## config.mk

```make
export PLATFORM = sky130hd
export DESIGN_NAME = cfg_seq
export DESIGN_NICKNAME = d
export VERILOG_FILES = /design/src/rtl/cfgseq_pkg.sv /design/src/rtl/cfgseq_addr_fmt.sv /design/src/rtl/cfgseq_lanes.sv /design/src/rtl/cfg_seq.sv
export SDC_FILE = /design/constraint.sdc
export NUM_CORES = 1
export LEC_CHECK = 0
export BUFFER_PORTS_ARGS = -buffer_cell sky130_fd_sc_hd__clkbuf_2
export CAP_MARGIN = 0
export CORE_UTILIZATION = 55
export CTS_CLUSTER_DIAMETER = 150
export DETAILED_ROUTE_END_ITERATION = 7
export GPL_ROUTABILITY_DRIVEN = 0
export PLACE_DENSITY_LB_ADDON = 0.1
export SETUP_SLACK_MARGIN = 0.1
export SLEW_MARGIN = 20
export SYNTH_ARGS = -nofsm -noshare
export SYNTH_HDL_FRONTEND = slang
export SYNTH_SLANG_ARGS = --single-unit
```

## constraint.sdc

```tcl
create_clock -name clk -period 4 [get_ports clk]
set_clock_uncertainty 0.2 [all_clocks]
set_input_delay 0.4 -clock clk [delete_from_list [all_inputs] [get_ports clk]]
set_output_delay 0.4 -clock clk [all_outputs]
set_load 0.1 [all_outputs]
```

## src/rtl/cfgseq_pkg.sv

```systemverilog
package cfgseq_pkg;
    localparam int WORD_W = 32;
    localparam int NLANES = WORD_W / 8;

    typedef enum logic [2:0] {
        S_IDLE,
        S_ADDR,
        S_RD,
        S_WR,
        S_DONE
    } seq_state_e;

    typedef enum logic [1:0] {
        ST_OK       = 2'b00,
        ST_NOTFOUND = 2'b01,
        ST_TIMEOUT  = 2'b10
    } status_e;

    localparam logic [1:0] SZ_BYTE = 2'b00;
    localparam logic [1:0] SZ_HALF = 2'b01;

    function automatic logic [WORD_W-1:0] fill_ones(input logic [1:0] sz);
        case (sz)
            SZ_BYTE: fill_ones = 32'h0000_00FF;
            SZ_HALF: fill_ones = 32'h0000_FFFF;
            default: fill_ones = '1;
        endcase
    endfunction
endpackage

```

## src/rtl/cfgseq_addr_fmt.sv

```systemverilog
module cfgseq_addr_fmt #(
    parameter int MAX_BUS   = 7,
    parameter int MAX_DEVFN = 127
) (
    input  logic [7:0]  bus_i,
    input  logic [7:0]  devfn_i,
    input  logic [7:0]  offset_i,
    output logic [31:0] addr_word_o,
    output logic        in_range_o
);
    localparam logic [7:0] BUS_LIM   = 8'(MAX_BUS);
    localparam logic [7:0] DEVFN_LIM = 8'(MAX_DEVFN);

    always_comb begin
        addr_word_o = {8'h00, bus_i, devfn_i, offset_i[7:2], 1'b0, (bus_i != 8'h00)};
        in_range_o  = (bus_i <= BUS_LIM) && (devfn_i <= DEVFN_LIM);
    end
endmodule

```

## src/rtl/cfgseq_lanes.sv

```systemverilog
module cfgseq_lanes
    import cfgseq_pkg::*;
(
    input  logic [WORD_W-1:0] word_i,
    input  logic [7:0]        offset_i,
    input  logic [1:0]        size_i,
    input  logic [WORD_W-1:0] wdata_i,
    output logic [WORD_W-1:0] extract_o,
    output logic [WORD_W-1:0] merged_o
);
    logic [1:0]        lane;
    logic              hsel;
    logic [NLANES-1:0] lane_en;

    assign lane = offset_i[1:0] ^ 2'b11;
    assign hsel = offset_i[1] ^ 1'b1;

    always_comb begin
        case (size_i)
            SZ_BYTE: extract_o = {24'h0, word_i[8*lane +: 8]};
            SZ_HALF: extract_o = {16'h0, word_i[16*hsel +: 16]};
            default: extract_o = word_i;
        endcase
    end

    for (genvar g = 0; g < NLANES; g++) begin : g_lane
        logic [7:0] src;
        always_comb begin
            case (size_i)
                SZ_BYTE: begin
                    lane_en[g] = (lane == 2'(g));
                    src        = wdata_i[7:0];
                end
                SZ_HALF: begin
                    lane_en[g] = (hsel == 1'((g / 2) % 2));
                    src        = wdata_i[8*(g % 2) +: 8];
                end
                default: begin
                    lane_en[g] = 1'b1;
                    src        = wdata_i[8*g +: 8];
                end
            endcase
        end
        assign merged_o[8*g +: 8] = lane_en[g] ? src : word_i[8*g +: 8];
    end
endmodule

```

## src/rtl/cfg_seq.sv

```systemverilog
module cfg_seq
    import cfgseq_pkg::*;
#(
    parameter int          AW             = 16,
    parameter logic [15:0] BRIDGE_BASE    = 16'h2000,
    parameter int          TIMEOUT_CYCLES = 256,
    parameter int          MAX_BUS        = 7,
    parameter int          MAX_DEVFN      = 127
) (
    input  logic          clk,
    input  logic          rst_n,
    input  logic          req_valid,
    output logic          req_ready,
    input  logic          req_write,
    input  logic [1:0]    req_size,
    input  logic [7:0]    req_bus,
    input  logic [7:0]    req_devfn,
    input  logic [7:0]    req_offset,
    input  logic [31:0]   req_wdata,
    output logic          done,
    output logic [1:0]    done_status,
    output logic [31:0]   done_rdata,
    output logic          busy,
    output logic          sticky_err,
    output logic          m_valid,
    output logic          m_write,
    output logic [AW-1:0] m_addr,
    output logic [31:0]   m_wdata,
    input  logic [31:0]   m_rdata,
    input  logic          m_ready,
    input  logic          m_error
);
    localparam int          CW       = $clog2(TIMEOUT_CYCLES + 1);
    localparam logic [CW-1:0] CNT_LAST = CW'(TIMEOUT_CYCLES - 1);
    localparam logic [AW-1:0] ADDR_REG = AW'(BRIDGE_BASE) + AW'(16'h0500);
    localparam logic [AW-1:0] DATA_REG = AW'(BRIDGE_BASE) + AW'(16'h0504);

    typedef struct packed {
        seq_state_e  st;
        logic        wr;
        logic [1:0]  sz;
        logic [7:0]  bus;
        logic [7:0]  devfn;
        logic [7:0]  off;
        logic [31:0] wdata;
        logic [31:0] word;
        logic [CW-1:0] cnt;
        logic        done;
        status_e     status;
        logic [31:0] rdata;
        logic        sticky;
    } regs_t;

    regs_t r_d, r_q;

    logic [7:0]  fmt_bus, fmt_devfn, fmt_off;
    logic [31:0] addr_word;
    logic        in_range;
    logic [31:0] lane_extract, lane_merged;
    logic        resp;

    assign fmt_bus   = (r_q.st == S_IDLE) ? req_bus    : r_q.bus;
    assign fmt_devfn = (r_q.st == S_IDLE) ? req_devfn  : r_q.devfn;
    assign fmt_off   = (r_q.st == S_IDLE) ? req_offset : r_q.off;

    cfgseq_addr_fmt #(
        .MAX_BUS  (MAX_BUS),
        .MAX_DEVFN(MAX_DEVFN)
    ) u_fmt (
        .bus_i      (fmt_bus),
        .devfn_i    (fmt_devfn),
        .offset_i   (fmt_off),
        .addr_word_o(addr_word),
        .in_range_o (in_range)
    );

    cfgseq_lanes u_lanes (
        .word_i   (m_rdata),
        .offset_i (r_q.off),
        .size_i   (r_q.sz),
        .wdata_i  (r_q.wdata),
        .extract_o(lane_extract),
        .merged_o (lane_merged)
    );

    assign resp = m_ready | m_error;

    always_comb begin
        m_valid = (r_q.st == S_ADDR) || (r_q.st == S_RD) || (r_q.st == S_WR);
        m_write = (r_q.st != S_RD);
        m_addr  = (r_q.st == S_ADDR) ? ADDR_REG : DATA_REG;
        m_wdata = (r_q.st == S_ADDR) ? addr_word : r_q.word;
    end

    always_comb begin
        r_d      = r_q;
        r_d.done = 1'b0;
        case (r_q.st)
            S_IDLE: begin
                if (req_valid) begin
                    r_d.wr    = req_write;
                    r_d.sz    = req_size;
                    r_d.bus   = req_bus;
                    r_d.devfn = req_devfn;
                    r_d.off   = req_offset;
                    r_d.wdata = req_wdata;
                    r_d.cnt   = '0;
                    if (in_range) begin
                        r_d.st = S_ADDR;
                    end else begin
                        r_d.st     = S_DONE;
                        r_d.done   = 1'b1;
                        r_d.status = ST_NOTFOUND;
                        r_d.rdata  = req_write ? 32'h0 : fill_ones(req_size);
                    end
                end
            end
            S_ADDR, S_RD, S_WR: begin
                if (resp && !m_error) begin
                    r_d.cnt = '0;
                    if (r_q.st == S_ADDR) begin
                        if (r_q.wr && r_q.sz[1]) begin
                            r_d.st   = S_WR;
                            r_d.word = r_q.wdata;
                        end else begin
                            r_d.st = S_RD;
                        end
                    end else if (r_q.st == S_RD && r_q.wr) begin
                        r_d.st   = S_WR;
                        r_d.word = lane_merged;
                    end else begin
                        r_d.st     = S_DONE;
                        r_d.done   = 1'b1;
                        r_d.status = ST_OK;
                        r_d.rdata  = r_q.wr ? 32'h0 : lane_extract;
                    end
                end else if (m_error || r_q.cnt == CNT_LAST) begin
                    r_d.st     = S_DONE;
                    r_d.done   = 1'b1;
                    r_d.status = ST_TIMEOUT;
                    r_d.rdata  = r_q.wr ? 32'h0 : fill_ones(r_q.sz);
                    r_d.sticky = 1'b1;
                end else begin
                    r_d.cnt = r_q.cnt + 1'b1;
                end
            end
            default: r_d.st = S_IDLE;
        endcase
    end

    always_ff @(posedge clk) begin
        if (!rst_n) begin
            r_q        <= '0;
            r_q.st     <= S_IDLE;
            r_q.status <= ST_OK;
        end else begin
            r_q <= r_d;
        end
    end

    assign req_ready   = (r_q.st == S_IDLE);
    assign busy        = (r_q.st != S_IDLE);
    assign done        = r_q.done;
    assign done_status = r_q.status;
    assign done_rdata  = r_q.rdata;
    assign sticky_err  = r_q.sticky;


    reject_chk: assert property (@(posedge clk) disable iff (!rst_n)
        (req_valid && req_ready && (req_bus > 8'(MAX_BUS) || req_devfn > 8'(MAX_DEVFN)))
        |=> (done && done_status == 2'b01 && !m_valid));


    done_pulse_chk: assert property (@(posedge clk) disable iff (!rst_n)
        done |=> !done);


    bus_hold_chk: assert property (@(posedge clk) disable iff (!rst_n)
        (m_valid && !resp && r_q.cnt != CNT_LAST)
        |=> (m_valid && $stable(m_addr) && $stable(m_write) && $stable(m_wdata)));


    sticky_keep_chk: assert property (@(posedge clk) disable iff (!rst_n)
        sticky_err |=> sticky_err);


    first_step_chk: assert property (@(posedge clk) disable iff (!rst_n)
        (req_valid && req_ready && !(req_bus > 8'(MAX_BUS) || req_devfn > 8'(MAX_DEVFN)))
        |=> (m_valid && m_write && m_addr == ADDR_REG));


    type_bit_chk: assert property (@(posedge clk) disable iff (!rst_n)
        (m_valid && m_addr == ADDR_REG) |-> (m_wdata[0] == (m_wdata[23:16] != 8'h00)));
endmodule

```

; ---- Word-level counts from Yosys, hierarchy flattened
; Index checks and enable logic that the tools add are counted.
[classes]
n_addsub = 1
n_mul = 0
div = 0
n_lt_le_gt_ge = 2
eq_ne = 17
shifts = 2
n_mux = 41
bitwise_logic = 4
n_reduce_logical = 24
[ops]
columns = cell, n
row1 = $mux W32, 7
row2 = $pmux W32 S2, 3
row3 = $mux W35, 3
row4 = $mux W44, 2
row5 = $pmux W44 S2, 1
row6 = $mux W8, 9
row7 = $mux W62, 1
row8 = $mux W36, 1
row9 = $shiftx A32 B6 Y16, 1
row10 = $shiftx A32 B6 Y8, 1
row11 = $mux W3, 6
row12 = $pmux W8 S2, 1
row13 = $ne A3 B3 Y1 const B, 4
row14 = $add A9 B1 Y9 const B, 1
row15 = $eq A9 B8 Y1 const B, 1
row16 = $mux W9, 1
row17 = $le A8 B3 Y1 const B, 1
row18 = $le A8 B7 Y1 const B, 1
row19 = $pmux W1 S2, 4
row20 = $reduce_bool A8 Y1, 1
row21 = $eq A2 B1 Y1 const B, 3
row22 = $eq A3 B2 Y1 const B, 2
row23 = $logic_not A2 Y1, 3
row24 = $pmux W3 S2, 1
row25 = other kinds (21), 32
[word_totals]
register_bits = 139
latch_bits = 0
ram_bits = 0
romBits = 0
in_bits = 96
out_inout_bits = 88
word_cells = 104
memories = 0

; ---- Depth between registers and ports, before layout
; Gate-level depths: netlist of the first run.
[depth]
depth_word = 8
mapped_depth = 9
ltp_nobuf = 8

; ---- Modules after synthesis
; From an unflattened synthesis of the first run, not the netlist that was laid out.
[hier_totals]
hier_cells = 1050
hier_area_um2 = 8655.8
[by_module_without_submodules]
columns = module, n_inst, cells_per_inst, area_each_um2, seq_area_each_um2
row1 = cfg_seq, 1, 849, 7111.8, 2782.7
row2 = cfgseq_lanes, 1, 164, 1273.7, 0.0
row3 = cfgseq_addr_fmt, 1, 37, 270.3, 0.0

; ---- Worst setup path before layout of the first run
; OpenSTA, ideal clock, no wires.
[synth_timing]
path_kind = flip-flop to output port
startpoint = register r_q[136] in the netlist's numbering
endpoint = output port m_wdata[0]
t_arrival_ns = 2.642
slack_ns = 0.758
stages_incl_launch_ff = 6
path_buffers = 2
cell_sequence = dfxtp_1 buf_6 nor3b_2 clkbuf_1 nor2_1 a31oi_1
[synth_between]
elab_chain_len = 4
elab_cells_between_ends = 5
classes_between = 1 x eq/ne / 2 x mux / 2 x reduce/logical
[synth_rtl]
columns = element, line
row1 = start: declaration, cfg_seq.sv:54  ; regs_t r_d, r_q;
row2 = start signal: assignment, cfg_seq.sv:157  ; r_q <= r_d;
row3 = $logic_not A3 Y1, cfg_seq.sv:62  ; assign fmt_bus = (r_q.st == S_IDLE) ? req_bus : r_q.bus;
row4 = $mux W8, cfg_seq.sv:62
row5 = $reduce_bool A8 Y1, cfgseq_addr_fmt.sv:15  ; addr_word_o = {8'h00, bus_i, devfn_i, offset_i[7:2], 1'b0, (bus_i != 8'h00)};
row6 = $mux W32 *, cfg_seq.sv:92  ; m_wdata = (r_q.st == S_ADDR) ? addr_word : r_q.word;
row7 = end: declaration, cfg_seq.sv:28  ; output logic [31:0] m_wdata,
; Every way passes the cells marked *; elsewhere a longest branch is shown, timed or not.

; ---- Worst setup path after layout of the first run
[layout_timing]
startpoint = register r_q[137] in the netlist's numbering
endpoint = output port m_wdata[8]
[layout_between]
elab_chain_len = 3
elab_cells_between_ends = 4
classes_between = 1 x eq/ne / 2 x mux / 1 x reduce/logical
[layout_rtl]
columns = element, line
row1 = $logic_not A3 Y1, cfg_seq.sv:63  ; assign fmt_devfn = (r_q.st == S_IDLE) ? req_devfn : r_q.devfn;
row2 = $mux W8, cfg_seq.sv:63
row3 = $mux W32 *, cfg_seq.sv:92
; Marks and branches as above.

==> impl_metrics.tcl, run 1 <==
set metrics [dict create \
    syn_area_per_cell_um2 7.99 \
    areaGrowthSynthToFinish_pct 19.3 \
    cts.sinks 139 \
    fmax_ghz 0.306 \
    cts_root_buf "clkbuf_16" \
    grt_util_met3 0.0689 \
    crit_start "r_q[137]" \
    grt_max_degree 73 \
    syn-cell-area_um2 7610 \
    yosys.area_share.simple 0.205 \
    ir_drop_mv 0.258 \
    synth-compound-area-share 0.257 \
    final_util 0.680 \
    io_pins 184 \
    die_w_um 120 \
    dp_hpwl_um 15000 \
    max-cap-violations 0 \
    grt_usage 0.311 \
    drt_iter0_drc 745 \
    ant_nets 0 \
    layout-drive-gt1-share 0.263 \
    clkSlewWorstSetupHoldPaths_ps 60 \
    cts_resized 0 \
    dieArea_um2 14300 \
    core_um2 13300 \
    rsz0062_at_grt "no" \
    nets 1173 \
    yosysUniqueCellTypes 64 \
    critPathKind "flop to output port" \
    fin_crit_sh 0.818 \
    seq_area_frac_synth 0.366 \
    fin_crit_ps 3270 \
    io_buffers 168 \
    arrival_ps 2670 \
    synth_flop_cell "dfxtp_1" \
    leakage_nw 3.74 \
    antenna_found_initial 0 \
    synth_mux_area_frac 0.0664 \
    synth_fa_ha_area_frac 0.00329 \
    critical-path-slowest-cell "dfxtp_1" \
    hold_buffers 34 \
    ys_warn_count 0 \
    p_total_mw 3.83 \
    drv_slew 0 \
    grtUsageMet2 0.481 \
    syn_inst 953 \
    synth-async-reset-ratio 0 \
    critPathLaunchType "flop" \
    dieHeight_um 120 \
    cp_max_fo 35 \
    crit_required_ps 3400 \
    layout_common_cells "nand2_1 (194), clkbuf_2 (168), dfxtp_1 (139), a21oi_1 (93), o21ai_0 (64)" \
    hold_start "req_offset[1]" \
    synth_top_area_frac 0.366 \
    cp_num_buf_inv 3 \
    drc 0 \
    routedWlPerCell_um 17.4 \
    start_util 0.570 \
    drt_wl_total_um 21900 \
    synth_top_family_by_area "compound AO/OA/AOI/OAI gates" \
    power_per_cell_area_nw_per_um2 422 \
    layout_commonest_cell "nand2_1" \
    synth_top_area_cell "dfxtp_1" \
    clkLatencyLatePin_ps 430 \
    gr-total-overflow 0 \
    hold_viol 0 \
    end_kind "output port" \
    num_rows 42 \
    cp_slowest_stage_delay_ps 620 \
    critPathTopFamily "buffers and inverters" \
    grt_pass1_wl_um 34700 \
    vias_per_cell 5.82 \
    setup_viol 0 \
    r2r-start "r_q[36]" \
    relSlewSlack 0.304 \
    h-tree-depth 4 \
    antenna_cells 0 \
    cts_buffers 17 \
    crit_chain "nor3b_2, buf_4, inv_2, mux2_2, clkbuf_2" \
    worstMarginPinSlew_ps 1040 \
    synth-xor-area-share 0 \
    status "finished, final reports clean" \
    fill_cells 1175 \
    vias 7347 \
    fin_tns_setup_ps 0 \
    top_usage_layer "met2" \
    hold_class "primary input to flop" \
    post-cts-setup-buffer-count 0 \
    drt-pass1-iter-count 6 \
    synth_edf_count 0 \
    tritoncts "yes" \
    clk_path_buf_depth 2 \
    grt_pass1_vias 6519 \
    synthTopCellsByArea "dfxtp_1 (37%), nand2_1 (9.6%), a21oi_1 (6.1%), mux2_2 (5.3%), buf_4 (4.9%)" \
    synth-seq-cells 139 \
    grt_use_met1 0.423 \
]
cell families after synthesis:
logic type | after synthesis
buf+inv | 146
compound gates | 292
other cells | 2
flops | 139
mux | 46
fa+ha+maj | 2
simple gates | 326
synth_stat cells (all sizes together) (8+ instances only):
master  count
nand3b     11
dfxtp     139
buf        77
clkbuf     49
o221ai     10
nor3b       9
nor2       33
inv        20
o211ai      9
a21oi      95
o22ai      17
or3b        9
nor2b       8
a21o        8
a211oi     17
o32ai       8
o21ai      67
a221oi     18
nand2     196
mux2       36
a22o        8
and2       18
mux2i      10
a31oi      17
power breakdown:
part           internal, mW  switching [mW]
combinational         0.203           0.518
sequential             1.45          0.0552
clock                 0.979           0.628
metal layers:
layer	vias up	share of wire
li1	3559	-
met1	3420	0.44
met2	333	0.45
met3	35	0.083
met4	0	0.023
met5	-	0
sequential cells by signal (all words and copies together) (netlist names):
name / flops
done_rdata: 32
r_q: 103
sticky_err: 1
done: 1
done_status: 2
worst min-delay path, cell delays in order:
cell      delay [ps]
clkbuf_2          80
nand2_1           50
a21oi_1           50
metrics by stage:
stage                     instances  cell area, um2  hold slack, ps  setup WS, ps
after floorplan                 966            7660             234           758
after global placement         1196            8120             245          1250
after detailed placement       1196            8120             247          1190
after CTS                      1261            9060           0.409           733
after global routing           1263            9080            1.64           604
final                          1263            9080            2.61           727
path summary, 6_finish.rpt:
path,depth (start not counted),endpoint,slack (ps)
min reg2reg,2,r_q[113],250
min,3,r_q[110],3
max,5,m_wdata[8],730
max reg2reg,8,done_rdata[20],1260
layout make-up:
type                    instances  area (um2)  share of cell area
inverters                      20        75.1             0.00827
clock buffers                  17         425              0.0468
well taps                     176         220              0.0242
flip-flops and latches        139        2780               0.306
clock inverters                14         170              0.0187
multi-input cells             681        4120               0.453
repair buffers                216        1290               0.142
Power figures use the tool's default switching activity.
==> inputs of run 2 (changes only) <==
--- a/config.mk
+++ b/config.mk
@@ -7,7 +7,7 @@
 export LEC_CHECK = 0
 export BUFFER_PORTS_ARGS = -buffer_cell sky130_fd_sc_hd__clkbuf_2
 export CAP_MARGIN = 0
-export CORE_UTILIZATION = 55
+export CORE_UTILIZATION = 54
 export CTS_CLUSTER_DIAMETER = 150
 export DETAILED_ROUTE_END_ITERATION = 7
 export GPL_ROUTABILITY_DRIVEN = 0
==> constraint.sdc (replaced) <==
create_clock -name clk -period 3.1 [get_ports clk]
set_clock_uncertainty 0.2 [all_clocks]
set_input_delay 0.31 -clock clk [delete_from_list [all_inputs] [get_ports clk]]
set_output_delay 0.31 -clock clk [all_outputs]
set_load 0.1 [all_outputs]
==> impl_metrics.tcl, run 2 (same netlist as run 1, synthesis figures left out) <==
set metrics [dict create \
    status "finished, final reports clean" \
    crit_chain "nor3b_2, inv_2, mux2_2, buf_12" \
    final_area_um2 9870 \
    layout_commonest_cell "nand2_1" \
    areaGrowthSynthToFinish_pct 29.6 \
    antenna_cells 0 \
    grtUsageMet2 0.495 \
    worstMarginPinSlew_ps 983 \
    p_total_mw 5.03 \
    routedWlPerCell_um 17.8 \
    grt_pass1_vias 6660 \
    cts_root_buf "clkbuf_16" \
    leakage_nw 3.98 \
    io_buffers 168 \
    p_comb_frac 0.192 \
    cts_buffers 17 \
    grt_use_met1 0.423 \
    cp_slowest_stage_delay_ps 630 \
    ir_drop_mv 0.355 \
    top_usage_layer "met2" \
    core_um2 13800 \
    relSlewSlack 0.344 \
    clkSlewWorstSetupHoldPaths_ps 60 \
    layout-drive-gt1-share 0.262 \
    critPathKind "flop to output port" \
    fin_cells 1298 \
    p_sw_frac 0.302 \
    fin_tns_setup_ps 0 \
    cts.sinks 139 \
    cp_max_fo 35 \
    antenna_found_initial 0 \
    final.setup.worst_slack_ps 253 \
    hold_class "primary input to flop" \
    p_int_mw 3.51 \
    post-place-cells 1207 \
    gr-total-overflow 0 \
    setup_viol 0 \
    placed_cell_area_um2 8650 \
    tritoncts "yes" \
    critPathLaunchType "flop" \
    critical-path-slowest-cell "dfxtp_1" \
    power_per_cell_area_nw_per_um2 510 \
    grt_pass1_wl_um 35700 \
    hold_viol 0 \
    crit_required_ps 2590 \
    p_seq_frac 0.385 \
    die_w_um 121 \
    p_switching_mw 1.52 \
    grt_max_degree 60 \
    clk_path_buf_depth 2 \
    dieHeight_um 121 \
    whs_path_depth 3 \
    end_kind "output port" \
    drt_iter0_drc 502 \
    drt-pass1-iter-count 5 \
    cts_resized 0 \
    holdWs_ps 71.8 \
    num_rows 43 \
    drv_slew 0 \
    nets 1203 \
    io_pins 184 \
    clkLatencyLatePin_ps 430 \
    final_util 0.714 \
    dieArea_um2 14600 \
    reg2regPathDepth 8 \
    vias_per_cell 5.77 \
    vias 7493 \
    max-cap-violations 0 \
    largest_reg_flops 103 \
    h-tree-depth 4 \
    top_register "r_q" \
    layout_common_cells "nand2_1 (194), dfxtp_1 (139), clkbuf_2 (137), a21oi_1 (93), o21ai_0 (64)" \
    fill_cells 1119 \
    rsz0062_at_grt "no" \
    grt_util_met3 0.0769 \
    p_clk_frac 0.423 \
    grt_usage 0.320 \
    drc 0 \
    dp_slack_ps 347 \
    start_util 0.551 \
    fin_crit_sh 0.918 \
    fmax_ghz 0.351 \
    dp_hpwl_um 15400 \
    ant_nets 0 \
    arrival_ps 2340 \
    fin_crit_ps 2850 \
    drt_wl_total_um 23100 \
]
run 2: per-layer routing:
metal | wire length (um) | share of wire
met3 | 1710 | 0.074
met5 | 0 | 0
met2 | 10600 | 0.46
met1 | 10000 | 0.43
met4 | 754 | 0.033
run 2: path summary, 6_finish.rpt:
| check | startpoint | endpoint | slack, ps |
|---|---|---|---|
| max | r_q[138] | m_wdata[10] | 250 |
| min | m_rdata[2] | r_q[47] | 70 |
| max reg2reg | r_q[36] | done_rdata[11] | 530 |
| min reg2reg | r_q[114] | r_q[114] | 250 |
run 2: power by group through the flow:
stage	Sequential (mW)	Clock, mW	Combinational [mW]
6_report	1.93	2.13	0.966
5_1_grt	1.94	2.23	1.03
4_1_cts	1.93	2.15	0.954
3_5_place_dp	1.97	0	0.892
3_3_place_gp	1.97	0	0.887
2_1_floorplan	1.95	0	0.741
run 2: critical path: cells and delay by family (launching register included):
kind                   cells  cell delay [ps]
buffers and inverters      2              690
flip-flops                 1              630
multiplexers               1              450
AND/OR/NAND/NOR            1              110
run 2: repair_timing:
action / CTS / global route
hold buffers: 59 / 0
hold endpoints to repair: 59 / 0
setup buffers: 0 / 0
run 2: layout make-up:
class	count	area (um2)	area share
Multi-Input combinational cell	681	4130	0.418
Tap cell	180	225	0.0228
Inverter	20	75.1	0.00761
Clock buffer	20	447	0.0453
Timing Repair Buffer	246	2040	0.207
Clock inverter	12	171	0.0174
Sequential cell	139	2780	0.282
